==> src/rtl/spicd_pkg.sv <==
package spicd_pkg;

    localparam int BYTE_W = 8;
    localparam int BIT_CW = $clog2(BYTE_W);

    localparam logic [BYTE_W-1:0] OPC_WR_REG  = 8'h01;
    localparam logic [BYTE_W-1:0] OPC_RD_REG  = 8'h05;
    localparam logic [BYTE_W-1:0] OPC_REV     = 8'h9F;
    localparam logic [BYTE_W-1:0] OPC_LED_OFF = 8'h06;
    localparam logic [BYTE_W-1:0] OPC_LED_ON  = 8'h04;
    localparam logic [BYTE_W-1:0] FILL_BYTE   = 8'hFF;

    typedef enum logic [3:0] {
        ST_IDLE,     // waiting for opcode byte (or chip select high)
        ST_WADDR,
        ST_WDATA,
        ST_RADDR,
        ST_RFILL,
        ST_IFILL,
        ST_XFER,     // data byte going out on MISO
        ST_SKIP      // rest of frame discarded
    } cmd_state_e;

    typedef struct packed {
        logic act;   // chip select low (synchronised)
        logic rise;  // SCLK rising edge seen this cycle
        logic fall;  // SCLK falling edge seen this cycle
    } spi_evt_t;

    function automatic logic is_fill(input logic [BYTE_W-1:0] b);
        return b == FILL_BYTE;
    endfunction

endpackage

==> src/rtl/spicd_sync.sv <==
module spicd_sync #(
    parameter int         W       = 3,
    parameter int         STAGES  = 2,
    parameter logic [W-1:0] RST_VAL = '0
) (
    input  logic         clk,
    input  logic         rst,
    input  logic [W-1:0] d,
    output logic [W-1:0] q
);
    generate
        for (genvar g = 0; g < W; g++) begin : g_bit
            logic [STAGES-1:0] chain;
            always_ff @(posedge clk) begin
                if (rst) chain <= {STAGES{RST_VAL[g]}};
                else     chain <= {chain[STAGES-2:0], d[g]};
            end
            assign q[g] = chain[STAGES-1];
        end
    endgenerate
endmodule

==> src/rtl/spicd_bitio.sv <==
module spicd_bitio
    import spicd_pkg::*;
(
    input  logic              clk,
    input  logic              rst,
    input  logic              sclk_s,
    input  logic              mosi_s,
    input  logic              csn_s,
    input  logic              tx_load,
    input  logic [BYTE_W-1:0] tx_data,
    output spi_evt_t          evt,
    output logic              byte_done,
    output logic [BYTE_W-1:0] rx_byte,
    output logic              miso
);
    localparam logic [BIT_CW-1:0] LAST_BIT = BIT_CW'(BYTE_W - 1);

    logic              sclk_q;
    logic [BIT_CW-1:0] bit_cnt;
    logic [BYTE_W-1:0] rx_sh;
    logic [BYTE_W-1:0] tx_sh;
    logic              miso_q;

    always_comb begin
        evt.act  = ~csn_s;
        evt.rise = ~csn_s &  sclk_s & ~sclk_q;
        evt.fall = ~csn_s & ~sclk_s &  sclk_q;
    end

    assign byte_done = evt.rise && (bit_cnt == LAST_BIT);
    assign rx_byte   = {rx_sh[BYTE_W-2:0], mosi_s};
    assign miso      = miso_q;

    always_ff @(posedge clk) begin
        if (rst) sclk_q <= 1'b0;
        else     sclk_q <= sclk_s;
    end

    // receive side: counter and shifter restart with every frame
    always_ff @(posedge clk) begin
        if (rst || !evt.act) begin
            bit_cnt <= '0;
            rx_sh   <= '0;
        end else if (evt.rise) begin
            rx_sh   <= rx_byte;
            bit_cnt <= (bit_cnt == LAST_BIT) ? '0 : bit_cnt + 1'b1;
        end
    end

    // transmit side: ones shift in behind the data, so idle MISO is 1
    always_ff @(posedge clk) begin
        if (rst || !evt.act) begin
            tx_sh  <= '1;
            miso_q <= 1'b1;
        end else if (tx_load) begin
            tx_sh  <= tx_data;
        end else if (evt.fall) begin
            miso_q <= tx_sh[BYTE_W-1];
            tx_sh  <= {tx_sh[BYTE_W-2:0], 1'b1};
        end
    end
endmodule

==> src/rtl/spicd_cmd_fsm.sv <==
module spicd_cmd_fsm
    import spicd_pkg::*;
#(
    parameter logic [BYTE_W-1:0] REV_ID = 8'h3A
) (
    input  logic              clk,
    input  logic              rst,
    input  logic              act,
    input  logic              byte_done,
    input  logic [BYTE_W-1:0] rx_byte,
    input  logic [BYTE_W-1:0] reg_rdata,
    output logic [BYTE_W-1:0] reg_addr,
    output logic [BYTE_W-1:0] reg_wdata,
    output logic              reg_wr,
    output logic              reg_rd,
    output logic              tx_load,
    output logic [BYTE_W-1:0] tx_data,
    output logic              led_en
);
    cmd_state_e        state;
    logic              wr_q;
    logic              ld_q;
    logic              ld_rev_q;
    logic [BYTE_W-1:0] addr_q;
    logic [BYTE_W-1:0] wdata_q;

    always_ff @(posedge clk) begin
        if (rst) begin
            state    <= ST_IDLE;
            wr_q     <= 1'b0;
            ld_q     <= 1'b0;
            ld_rev_q <= 1'b0;
            addr_q   <= '0;
            wdata_q  <= '0;
            led_en   <= 1'b1;
        end else begin
            wr_q <= 1'b0;
            ld_q <= 1'b0;
            if (!act) begin
                state <= ST_IDLE;
            end else if (byte_done) begin
                unique case (state)
                    ST_IDLE: begin
                        unique case (rx_byte)
                            OPC_WR_REG:  state <= ST_WADDR;
                            OPC_RD_REG:  state <= ST_RADDR;
                            OPC_REV:     state <= ST_IFILL;
                            OPC_LED_OFF: begin led_en <= 1'b0; state <= ST_SKIP; end
                            OPC_LED_ON:  begin led_en <= 1'b1; state <= ST_SKIP; end
                            default:     state <= ST_SKIP;
                        endcase
                    end
                    ST_WADDR: begin
                        addr_q <= rx_byte;
                        state  <= ST_WDATA;
                    end
                    ST_WDATA: begin
                        wdata_q <= rx_byte;
                        wr_q    <= 1'b1;
                        state   <= ST_SKIP;
                    end
                    ST_RADDR: begin
                        addr_q <= rx_byte;
                        state  <= ST_RFILL;
                    end
                    ST_RFILL: begin
                        if (is_fill(rx_byte)) begin
                            ld_q     <= 1'b1;
                            ld_rev_q <= 1'b0;
                            state    <= ST_XFER;
                        end else begin
                            state    <= ST_SKIP;
                        end
                    end
                    ST_IFILL: begin
                        if (is_fill(rx_byte)) begin
                            ld_q     <= 1'b1;
                            ld_rev_q <= 1'b1;
                            state    <= ST_XFER;
                        end else begin
                            state    <= ST_SKIP;
                        end
                    end
                    default: state <= ST_SKIP;   // ST_XFER, ST_SKIP
                endcase
            end
        end
    end

    assign reg_addr  = addr_q;
    assign reg_wdata = wdata_q;
    assign reg_wr    = wr_q;
    assign reg_rd    = ld_q & ~ld_rev_q;
    assign tx_load   = ld_q;
    assign tx_data   = ld_rev_q ? REV_ID : reg_rdata;
endmodule

==> src/rtl/spi_cmd_decoder.sv <==
module spi_cmd_decoder
    import spicd_pkg::*;
#(
    parameter int                SYNC_STAGES = 2,
    parameter logic [BYTE_W-1:0] REV_ID      = 8'h3A
) (
    input  logic              clk,
    input  logic              rst,
    input  logic              spi_sclk,
    input  logic              spi_mosi,
    input  logic              spi_cs_n,
    output logic              spi_miso,
    output logic              led_n,
    output logic [BYTE_W-1:0] reg_addr,
    output logic [BYTE_W-1:0] reg_wdata,
    output logic              reg_wr,
    output logic              reg_rd,
    input  logic [BYTE_W-1:0] reg_rdata
);
    localparam int N_SYNC = 3;

    logic [N_SYNC-1:0] pins_raw;
    logic [N_SYNC-1:0] pins_s;
    spi_evt_t          evt;
    logic              cs_act;
    logic              byte_done;
    logic [BYTE_W-1:0] rx_byte;
    logic              tx_load;
    logic [BYTE_W-1:0] tx_data;
    logic              led_en;
    logic              led_q;

    assign pins_raw = {spi_cs_n, spi_mosi, spi_sclk};

    spicd_sync #(
        .W       (N_SYNC),
        .STAGES  (SYNC_STAGES),
        .RST_VAL (3'b100)
    ) u_sync (
        .clk (clk),
        .rst (rst),
        .d   (pins_raw),
        .q   (pins_s)
    );

    spicd_bitio u_bitio (
        .clk       (clk),
        .rst       (rst),
        .sclk_s    (pins_s[0]),
        .mosi_s    (pins_s[1]),
        .csn_s     (pins_s[2]),
        .tx_load   (tx_load),
        .tx_data   (tx_data),
        .evt       (evt),
        .byte_done (byte_done),
        .rx_byte   (rx_byte),
        .miso      (spi_miso)
    );

    assign cs_act = evt.act;

    spicd_cmd_fsm #(
        .REV_ID (REV_ID)
    ) u_fsm (
        .clk       (clk),
        .rst       (rst),
        .act       (cs_act),
        .byte_done (byte_done),
        .rx_byte   (rx_byte),
        .reg_rdata (reg_rdata),
        .reg_addr  (reg_addr),
        .reg_wdata (reg_wdata),
        .reg_wr    (reg_wr),
        .reg_rd    (reg_rd),
        .tx_load   (tx_load),
        .tx_data   (tx_data),
        .led_en    (led_en)
    );

    always_ff @(posedge clk) begin
        if (rst) led_q <= 1'b1;
        else     led_q <= ~(led_en & cs_act);
    end
    assign led_n = led_q;
endmodule

==> config.mk <==
export PLATFORM = sky130hd
export DESIGN_NAME = spi_cmd_decoder
export DESIGN_NICKNAME = d
export VERILOG_FILES = /design/src/rtl/spicd_pkg.sv /design/src/rtl/spicd_sync.sv /design/src/rtl/spicd_bitio.sv /design/src/rtl/spicd_cmd_fsm.sv /design/src/rtl/spi_cmd_decoder.sv
export SDC_FILE = /design/constraint.sdc
export NUM_CORES = 1
export LEC_CHECK = 0
export ABC_AREA = 1
export BUFFER_PORTS_ARGS = -buffer_cell sky130_fd_sc_hd__buf_4
export CAP_MARGIN = 20
export CORE_ASPECT_RATIO = 0.6
export CORE_MARGIN = 3
export CORE_UTILIZATION = 50
export CTS_CLUSTER_SIZE = 8
export DETAILED_ROUTE_END_ITERATION = 8
export GPL_ROUTABILITY_DRIVEN = 0
export HOLD_SLACK_MARGIN = 0.1
export PLACE_DENSITY_LB_ADDON = 0.05
export SLEW_MARGIN = 20
export SYNTH_ARGS = -nofsm -noshare
export SYNTH_HDL_FRONTEND = slang
export SYNTH_HIERARCHICAL = 1
export SYNTH_SLANG_ARGS = --single-unit
==> constraint.sdc <==
create_clock -name clk -period 1.7 [get_ports clk]
set_clock_uncertainty 0.05 [all_clocks]
set_input_delay 0.17 -clock clk [delete_from_list [all_inputs] [get_ports clk]]
set_output_delay 0.17 -clock clk [all_outputs]
set_load 0.05 [all_outputs]
## Yosys cells after proc, flatten, opt, wreduce, memory -nomap -nowiden

Cells that the tools add are included.

| storage, ports and cells | value |
|---|---|
| bits in registers | 51 |

| cells by class | value |
|---|---|
| add/subtract/negate cells | 1 |
| equality and inequality tests | 14 |
| mux-type cells | 13 |
| bitwise operators | 14 |
| reduce and logical (&&, ||, !) cells | 16 |

Operators with widths:

| kind | number |
|---|---|
| $eq A8 B3 Y1 const B | 3 |
| $mux W8 | 3 |
| $eq A8 B8 Y1 const B | 2 |
| $pmux W4 S4 | 1 |
| $pmux W3 S3 | 1 |
| $eq A4 B2 Y1 const B | 2 |
| $eq A4 B3 Y1 const B | 2 |
| $eq A8 B1 Y1 const B | 1 |
| $not A1 Y1 | 8 |
| $and A1 B1 Y1 | 6 |
| $reduce_and A3 Y1 | 2 |
| $reduce_bool A2 Y1 | 3 |
| $reduce_or A2 Y1 | 3 |
| $mux W1 | 5 |
| $reduce_and A5 Y1 | 1 |
| $eq A4 B1 Y1 const B | 1 |
| $logic_not A4 Y1 | 1 |
| $ne A2 B1 Y1 const B | 2 |
| $pmux W1 S2 | 2 |
| $reduce_and A4 Y1 | 1 |
| $reduce_or A4 Y1 | 1 |
| $add A3 B1 Y3 const B | 1 |
| $eq A3 B3 Y1 const B | 1 |
| $mux W3 | 1 |
| other kinds (4) | 4 |

## Longest topological paths before layout

Gate-level depths: netlist of the first run.

| depth | value |
|---|---|
| depth after elaboration | 6 |
| mapped depth | 13 |
| depth with buffers taken out | 10 |

## By module

The synthesis of the first run kept the hierarchy.

By module, submodules not included:

| module | times used | cells each | area each (um^2) |
|---|---|---|---|
| spicd_cmd_fsm | 1 | 143 | 1077.3 |
| spicd_bitio | 1 | 124 | 909.6 |
| spicd_sync | 1 | 22 | 191.4 |
| spi_cmd_decoder | 1 | 3 | 33.8 |

## Least setup slack after synthesis of the first run

Ideal clock, no wire load.

| timing path | value |
|---|---|
| path kind | reg2reg |
| start point | register u_sync.g_bit[2].chain[1] |
| end point | register u_fsm.wdata_q[6] (netlist: u_fsm/reg_wdata[6]) |
| setup time | 0.066 ns |
| data arrival time | 1.651 ns |
| data required time | 1.584 ns |
| slack | -0.068 ns |
| cell stages (with the launch flop) | 13 |
| path buffers | 3 |
| clock period less this slack | 1.768 ns |
| cell sequence | dfxtp_1 -> buf_4 -> inv_1 -> nand2_2 -> buf_6 -> nor2_1 -> nand2_4 -> inv_2 -> nand3_4 -> clkinv_4 -> buf_12 -> o21ai_2 -> a21oi_2 |

RTL lines:

| item | line | text |
|---|---|---|
| start: declaration | spicd_sync.sv:13 | `logic [STAGES-1:0] chain;` |
| start signal: assignment | spicd_sync.sv:15 | `if (rst) chain <= {STAGES{RST_VAL[g]}};` |
| start signal: assignment | spicd_sync.sv:16 | `else chain <= {chain[STAGES-2:0], d[g]};` |
| end signal: assignment | spicd_cmd_fsm.sv:58 | `wdata_q <= rx_byte;` |
| end: declaration | spicd_cmd_fsm.sv:25 | `logic [BYTE_W-1:0] wdata_q;` |

## Worst setup path after layout of the first run

| timing path | value |
|---|---|
| start point | register u_bitio.bit_cnt[0] |
| end point | register u_fsm.wdata_q[1] (netlist: u_fsm/reg_wdata[1]) |

| between the ends | value |
|---|---|
| word-level cells in the longest chain between the ends | 3 |

RTL lines:

| item | line | text |
|---|---|---|
| start: declaration | spicd_bitio.sv:19 | `logic [BIT_CW-1:0] bit_cnt;` |
| start signal: assignment | spicd_bitio.sv:46 | `bit_cnt <= (bit_cnt == LAST_BIT) ? '0 : bit_cnt + 1'b1;` |
| $eq A3 B3 Y1 | spicd_bitio.sv:30 | `assign byte_done = evt.rise && (bit_cnt == LAST_BIT);` |
| $logic_and A1 B1 Y1 | spicd_bitio.sv:30 |  |
| named net byte_done | spi_cmd_decoder.sv:26 | `logic byte_done;` |
| $reduce_and A3 Y1 (no line) | n/a |  |

The timed path passes the listed nets, and every way through them passes these cells.
A chain may end at the register's enable or synchronous reset.

==> results of run 1 <==
metal layers:
metal  vias to the layer above  share of wire  track usage
li1                        990              -            -
met1                       827           0.58       0.3024
met2                        47           0.35       0.2201
met3                         3          0.064      0.05138
met4                         0         0.0056      0.05074
met5                         -              0            0
through the flow:
step             util  area, um2  total power [mW]
5_1_grt        0.6339       2641             2.185
4_1_cts        0.6306       2628             2.111
2_1_floorplan       -       2207             1.264
3_3_place_gp   0.5883       2451             1.295
6_report       0.6339       2641             2.090
3_5_place_dp   0.5883       2451             1.296
power by group through the flow:
| stage | sequential, mW | combinational (mW) | clock (mW) |
|---|---|---|---|
| floorplan | 1.21 | 0.0512 | 0 |
| global placement | 1.21 | 0.0808 | 0 |
| detailed placement | 1.21 | 0.0816 | 0 |
| CTS | 1.19 | 0.0947 | 0.829 |
| global route | 1.19 | 0.106 | 0.890 |
| finish | 1.19 | 0.0942 | 0.809 |
cell type report:
type	instances	area [um2]
clock buffers	7	76.32
clock inverters	1	30.03
fillers	381	1525
inverters	38	157.7
multi-input cells	189	937.1
flip-flops and latches	50	1002
well taps	60	75.07
repair buffers	46	362.8
cell usage in the layout (no fill, tap or decap), types with 5 or more instances in the layout:
| master | n |
|---|---|
| a21oi_1 | 16 |
| buf_4 | 39 |
| clkbuf_8 | 5 |
| dfxtp_1 | 49 |
| dlygate4sd3_1 | 7 |
| inv_1 | 31 |
| inv_2 | 5 |
| nand2_1 | 49 |
| nand3_1 | 18 |
| nor2_1 | 46 |
| nor2_2 | 5 |
| o21ai_0 | 23 |
critical path, stage by stage, from the launching register on:
cell,delay [ps]
dfxtp_2,330
ha_1,200
ha_1,200
inv_1,100
nor2_4,50
nand2_4,110
inv_2,60
nand3_4,90
clkinv_8,100
o21ai_0,180
a21oi_1,60
repair_timing:
action / 4_1_cts / 5_1_grt
hold endpoints to repair: 7 / 0
endpoints found under the setup margin: 0 / 13
gates resized for setup: 0 / 6
hold buffers: 7 / 0
sequential cells by signal (all words and copies together) (netlist names):
register            cells
u_bitio/miso            1
u_fsm/tx_load           1
u_sync/g_bit.chain      6
u_fsm/reg_wr            1
u_fsm/state             3
u_fsm/reg_wdata         8
u_bitio/rx_sh           7
led_n                   1
u_bitio/bit_cnt         3
u_fsm/ld_rev_q          1
u_fsm/reg_addr          8
u_bitio/tx_sh           8
u_bitio/sclk_q          1
u_fsm/led_en            1
worst paths after layout:
path | startpoint | slack [ps] | end | depth (start not counted)
hold / removal | reg_rdata[4] | 130 | u_bitio/tx_sh[4] | 4
hold reg to reg | u_sync/g_bit[1].chain[0] | 360 | u_sync/g_bit[1].chain[1] | 2
setup reg to reg | u_bitio/bit_cnt[0] | 70 | u_fsm/reg_wdata[1] | 10
setup / recovery | u_bitio/bit_cnt[0] | 70 | u_fsm/reg_wdata[1] | 10
==> impl_metrics.json, run 1 <==
{
  "stdcell_count": 391,
  "wl_per_cell_um": 11.51,
  "start_kind": "flop",
  "outcome": "finished, final reports clean",
  "syn_to_final_growth_pct": 19.81,
  "port_buffers": 32,
  "seqPwrFrac": 0.568,
  "drv_slew": 0,
  "tightestPinTransition_ps": 334.2,
  "p_int_mw": 1.668,
  "clock-sinks": 50,
  "post-route-period-util": 0.9594,
  "worstSkewPairLatency_ps": 300,
  "peakVddDrop_mv": 0.5824,
  "antenna_cells": 0,
  "grt_pass1_wl_mm": 7.610,
  "p_sw_frac": 0.2018,
  "cts_tree": "built",
  "start_util": 0.5291,
  "final.min_clock_period_ps": 1631,
  "core_um2": 4167,
  "yosysWarnings": 6,
  "fp.dieW_um": 91.73,
  "worst_hold_slack_ps": 132.7,
  "grtUsageTotal": 0.1830,
  "hold_path_class": "in -> reg",
  "grt_start_max_net_pins": 17,
  "max_freq_ghz": 0.6131,
  "antenna_found_initial": 0,
  "power.leakage_nw": 1.310,
  "drt-initial-drc-count": 103,
  "die_h_um": 57.44,
  "drt_wl_total_mm": 4.499,
  "synth.avg_cell_area_um2": 7.602,
  "dieArea_um2": 5268,
  "path_clk_slew_ps": 80,
  "ant_nets": 0,
  "worstSetupEndpointType": "flop",
  "maxCapViolCount": 0,
  "path_max_fanout": 16,
  "setup_tns_ps": 0,
  "grt-ovfl-total": 0,
  "relSlewSlack": 0.7769,
  "finalSetupViolCount": 0,
  "required_ps": 1840,
  "cp.arrival_ps": 1770,
  "preCtsSetupSlack_ps": 82.80,
  "htreeDepth": 2,
  "cts_buffer_depth": 2,
  "hpwlAfterDp_mm": 3.322,
  "num_rows": 18,
  "path_class": "reg -> reg",
  "via_per_inst": 4.775,
  "syn_inst": 290,
  "cts_buffers": 5,
  "drcViolationCount": 0,
  "dr_total_vias": 1867,
  "syn-num-nets": 305,
  "clockRootBuffer": "clkbuf_8",
  "worst_slack_ps": 68.95,
  "clockPowerShare": 0.387,
  "hold_violations": 0,
  "io_pins": 33,
  "grt_pass1_vias": 1589,
  "drive_gt1_frac": 0.2326,
  "power_density_nw_per_um2": 791.4,
  "syn_area_um2": 2205,
  "first_pass_iters": 4,
  "final_nets": 345,
  "cts_setup_buffers": 0,
  "dpl.cell_count": 376,
  "p_comb_frac": 0.045,
  "p_sw_uw": 421.8
}
(Power assumes the default switching activity.)
==> run 2: changes to the inputs <==
--- a/config.mk
+++ b/config.mk
@@ -9,7 +9,9 @@
 export BUFFER_PORTS_ARGS = -buffer_cell sky130_fd_sc_hd__buf_4
 export CAP_MARGIN = 20
+export CELL_PAD_IN_SITES_DETAIL_PLACEMENT = 2
+export CELL_PAD_IN_SITES_GLOBAL_PLACEMENT = 2
 export CORE_ASPECT_RATIO = 0.6
 export CORE_MARGIN = 3
-export CORE_UTILIZATION = 50
+export CORE_UTILIZATION = 29
 export CTS_CLUSTER_SIZE = 8
 export DETAILED_ROUTE_END_ITERATION = 8
==> constraint.sdc (replaced) <==
create_clock -name clk -period 1.7 [get_ports clk]
set_clock_uncertainty 0.05 [all_clocks]
set_input_delay 0.255 -clock clk [delete_from_list [all_inputs] [get_ports clk]]
set_output_delay 0.255 -clock clk [all_outputs]
set_load 0.05 [all_outputs]
==> impl_metrics.json, run 2 (synthesized netlist as in run 1, its figures left out) <==
{
  "outcome": "finished, final reports clean",
  "max_freq_ghz": 0.6179,
  "syn_to_final_growth_pct": 23.04,
  "final.min_clock_period_ps": 1618,
  "seqPwrFrac": 0.520,
  "finalSetupViolCount": 0,
  "clockRootBuffer": "clkbuf_16",
  "path_max_fanout": 16,
  "hold_path_class": "in -> reg",
  "grt_pass1_wl_mm": 10.25,
  "mostFrequentLayoutCells": "dfxtp_1 (49), nand2_1 (49), nor2_1 (46)",
  "hpwlAfterDp_mm": 4.798,
  "start_util": 0.3140,
  "hold_violations": 0,
  "antenna_found_initial": 0,
  "drcViolationCount": 0,
  "relSlewSlack": 0.7371,
  "required_ps": 1830,
  "power_density_nw_per_um2": 843.1,
  "start_kind": "flop",
  "tightestPinTransition_ps": 393.8,
  "worstSetupEndpointType": "flop",
  "clock-sinks": 50,
  "peakVddDrop_mv": 0.3053,
  "fillerInstances": 844,
  "die_h_um": 73.54,
  "grtUsageTotal": 0.1525,
  "antenna_cells": 0,
  "post-route-period-util": 0.9520,
  "first_pass_iters": 4,
  "worst_hold_slack_ps": 118.0,
  "core_um2": 7022,
  "io_pins": 33,
  "p_sw_uw": 481.1,
  "grt-ovfl-total": 0,
  "grt_start_max_net_pins": 18,
  "drt-initial-drc-count": 64,
  "p_comb_frac": 0.039,
  "dr_total_vias": 1964,
  "worst_slack_ps": 81.63,
  "wl_per_cell_um": 14.68,
  "drv_slew": 0,
  "ant_nets": 0,
  "power.leakage_nw": 1.327,
  "grt_pass1_vias": 1936,
  "port_buffers": 32,
  "num_rows": 23,
  "htreeDepth": 2,
  "clockPowerShare": 0.441,
  "fp.dieW_um": 118.6,
  "cts_buffers": 5,
  "dieArea_um2": 8718,
  "drt_wl_total_mm": 6.314,
  "rsz0062_at_grt": "yes",
  "cts_tree": "built",
  "via_per_inst": 4.567,
  "worstSkewPairLatency_ps": 290,
  "final_nets": 344,
  "p_sw_frac": 0.2104,
  "preCtsSetupSlack_ps": -10.56,
  "path_clk_slew_ps": 60,
  "cp.arrival_ps": 1740,
  "path_class": "reg -> reg",
  "drive_gt1_frac": 0.2545,
  "cts_buffer_depth": 2,
  "maxCapViolCount": 0,
  "p_int_mw": 1.806
}
[run 2: cell type report]
type	count	area, um2	area share
clock buffer	7	142.6	0.05258
clock inverter	1	5.005	0.001845
inverter	38	157.7	0.05812
multi-input combinational	189	939.7	0.3464
sequential	50	1002	0.3695
tap	100	125.1	0.04613
timing repair buffer	45	340.3	0.1255
[run 2: timing repair]
action                                 4_1_cts  5_1_grt
gates cloned                                 0        0
pin swaps                                    0        1
setup endpoints to repair                    4       14
hold buffers                                 1        0
setup buffers                                0        2
resized for setup                            3        5
endpoints found under the hold margin        1        0
[run 2: path summary, 6_finish.rpt]
kind                                                 end  cells after the start  slack (ps)                     start
worst max-delay path                  u_fsm/reg_wdata[2]                     10          80        u_bitio/bit_cnt[0]
worst min-delay path            u_sync/g_bit[1].chain[0]                      3         120                  spi_mosi
worst max register to register        u_fsm/reg_wdata[2]                     10          80        u_bitio/bit_cnt[0]
worst min register to register  u_sync/g_bit[1].chain[1]                      2         360  u_sync/g_bit[1].chain[0]
[run 2: metal layers]
layer / global-route usage / share of wire / up-vias
li1: - / - / 992
met4: 0.04750 / 0.011 / 0
met5: 0 / 0 / -
met2: 0.2025 / 0.38 / 26
met1: 0.2311 / 0.57 / 939
met3: 0.04538 / 0.040 / 7
[run 2: power groups by stage]
stage | sequential (mW) | clock (mW) | combinational [mW]
6_report | 1.19 | 1.01 | 0.0901
5_1_grt | 1.19 | 1.12 | 0.101
4_1_cts | 1.19 | 1.05 | 0.0913
3_5_place_dp | 1.22 | 0 | 0.0886
3_3_place_gp | 1.21 | 0 | 0.0864
2_1_floorplan | 1.21 | 0 | 0.0512
[run 2: metrics by stage]
stage	instances	cell area (um2)	util	power (mW)	setup TNS [ps]
floorplan	290	2207	-	1.264	0
global placement	419	2524	0.3594	1.301	0
detailed placement	419	2524	0.3594	1.304	-10.56
CTS	428	2694	0.3836	2.332	0
global route	430	2713	0.3863	2.410	-21.43
finish	430	2713	0.3863	2.287	0
[run 2: critical path, cell delays in order (launching register included)]
cell      delay, ps
dfxtp_2         340
ha_1            200
ha_2            180
inv_1            90
nor2_4           50
nand2_4         100
inv_2            60
nand3_4          90
clkinv_8        100
o21ai_0         170
a21oi_1          60
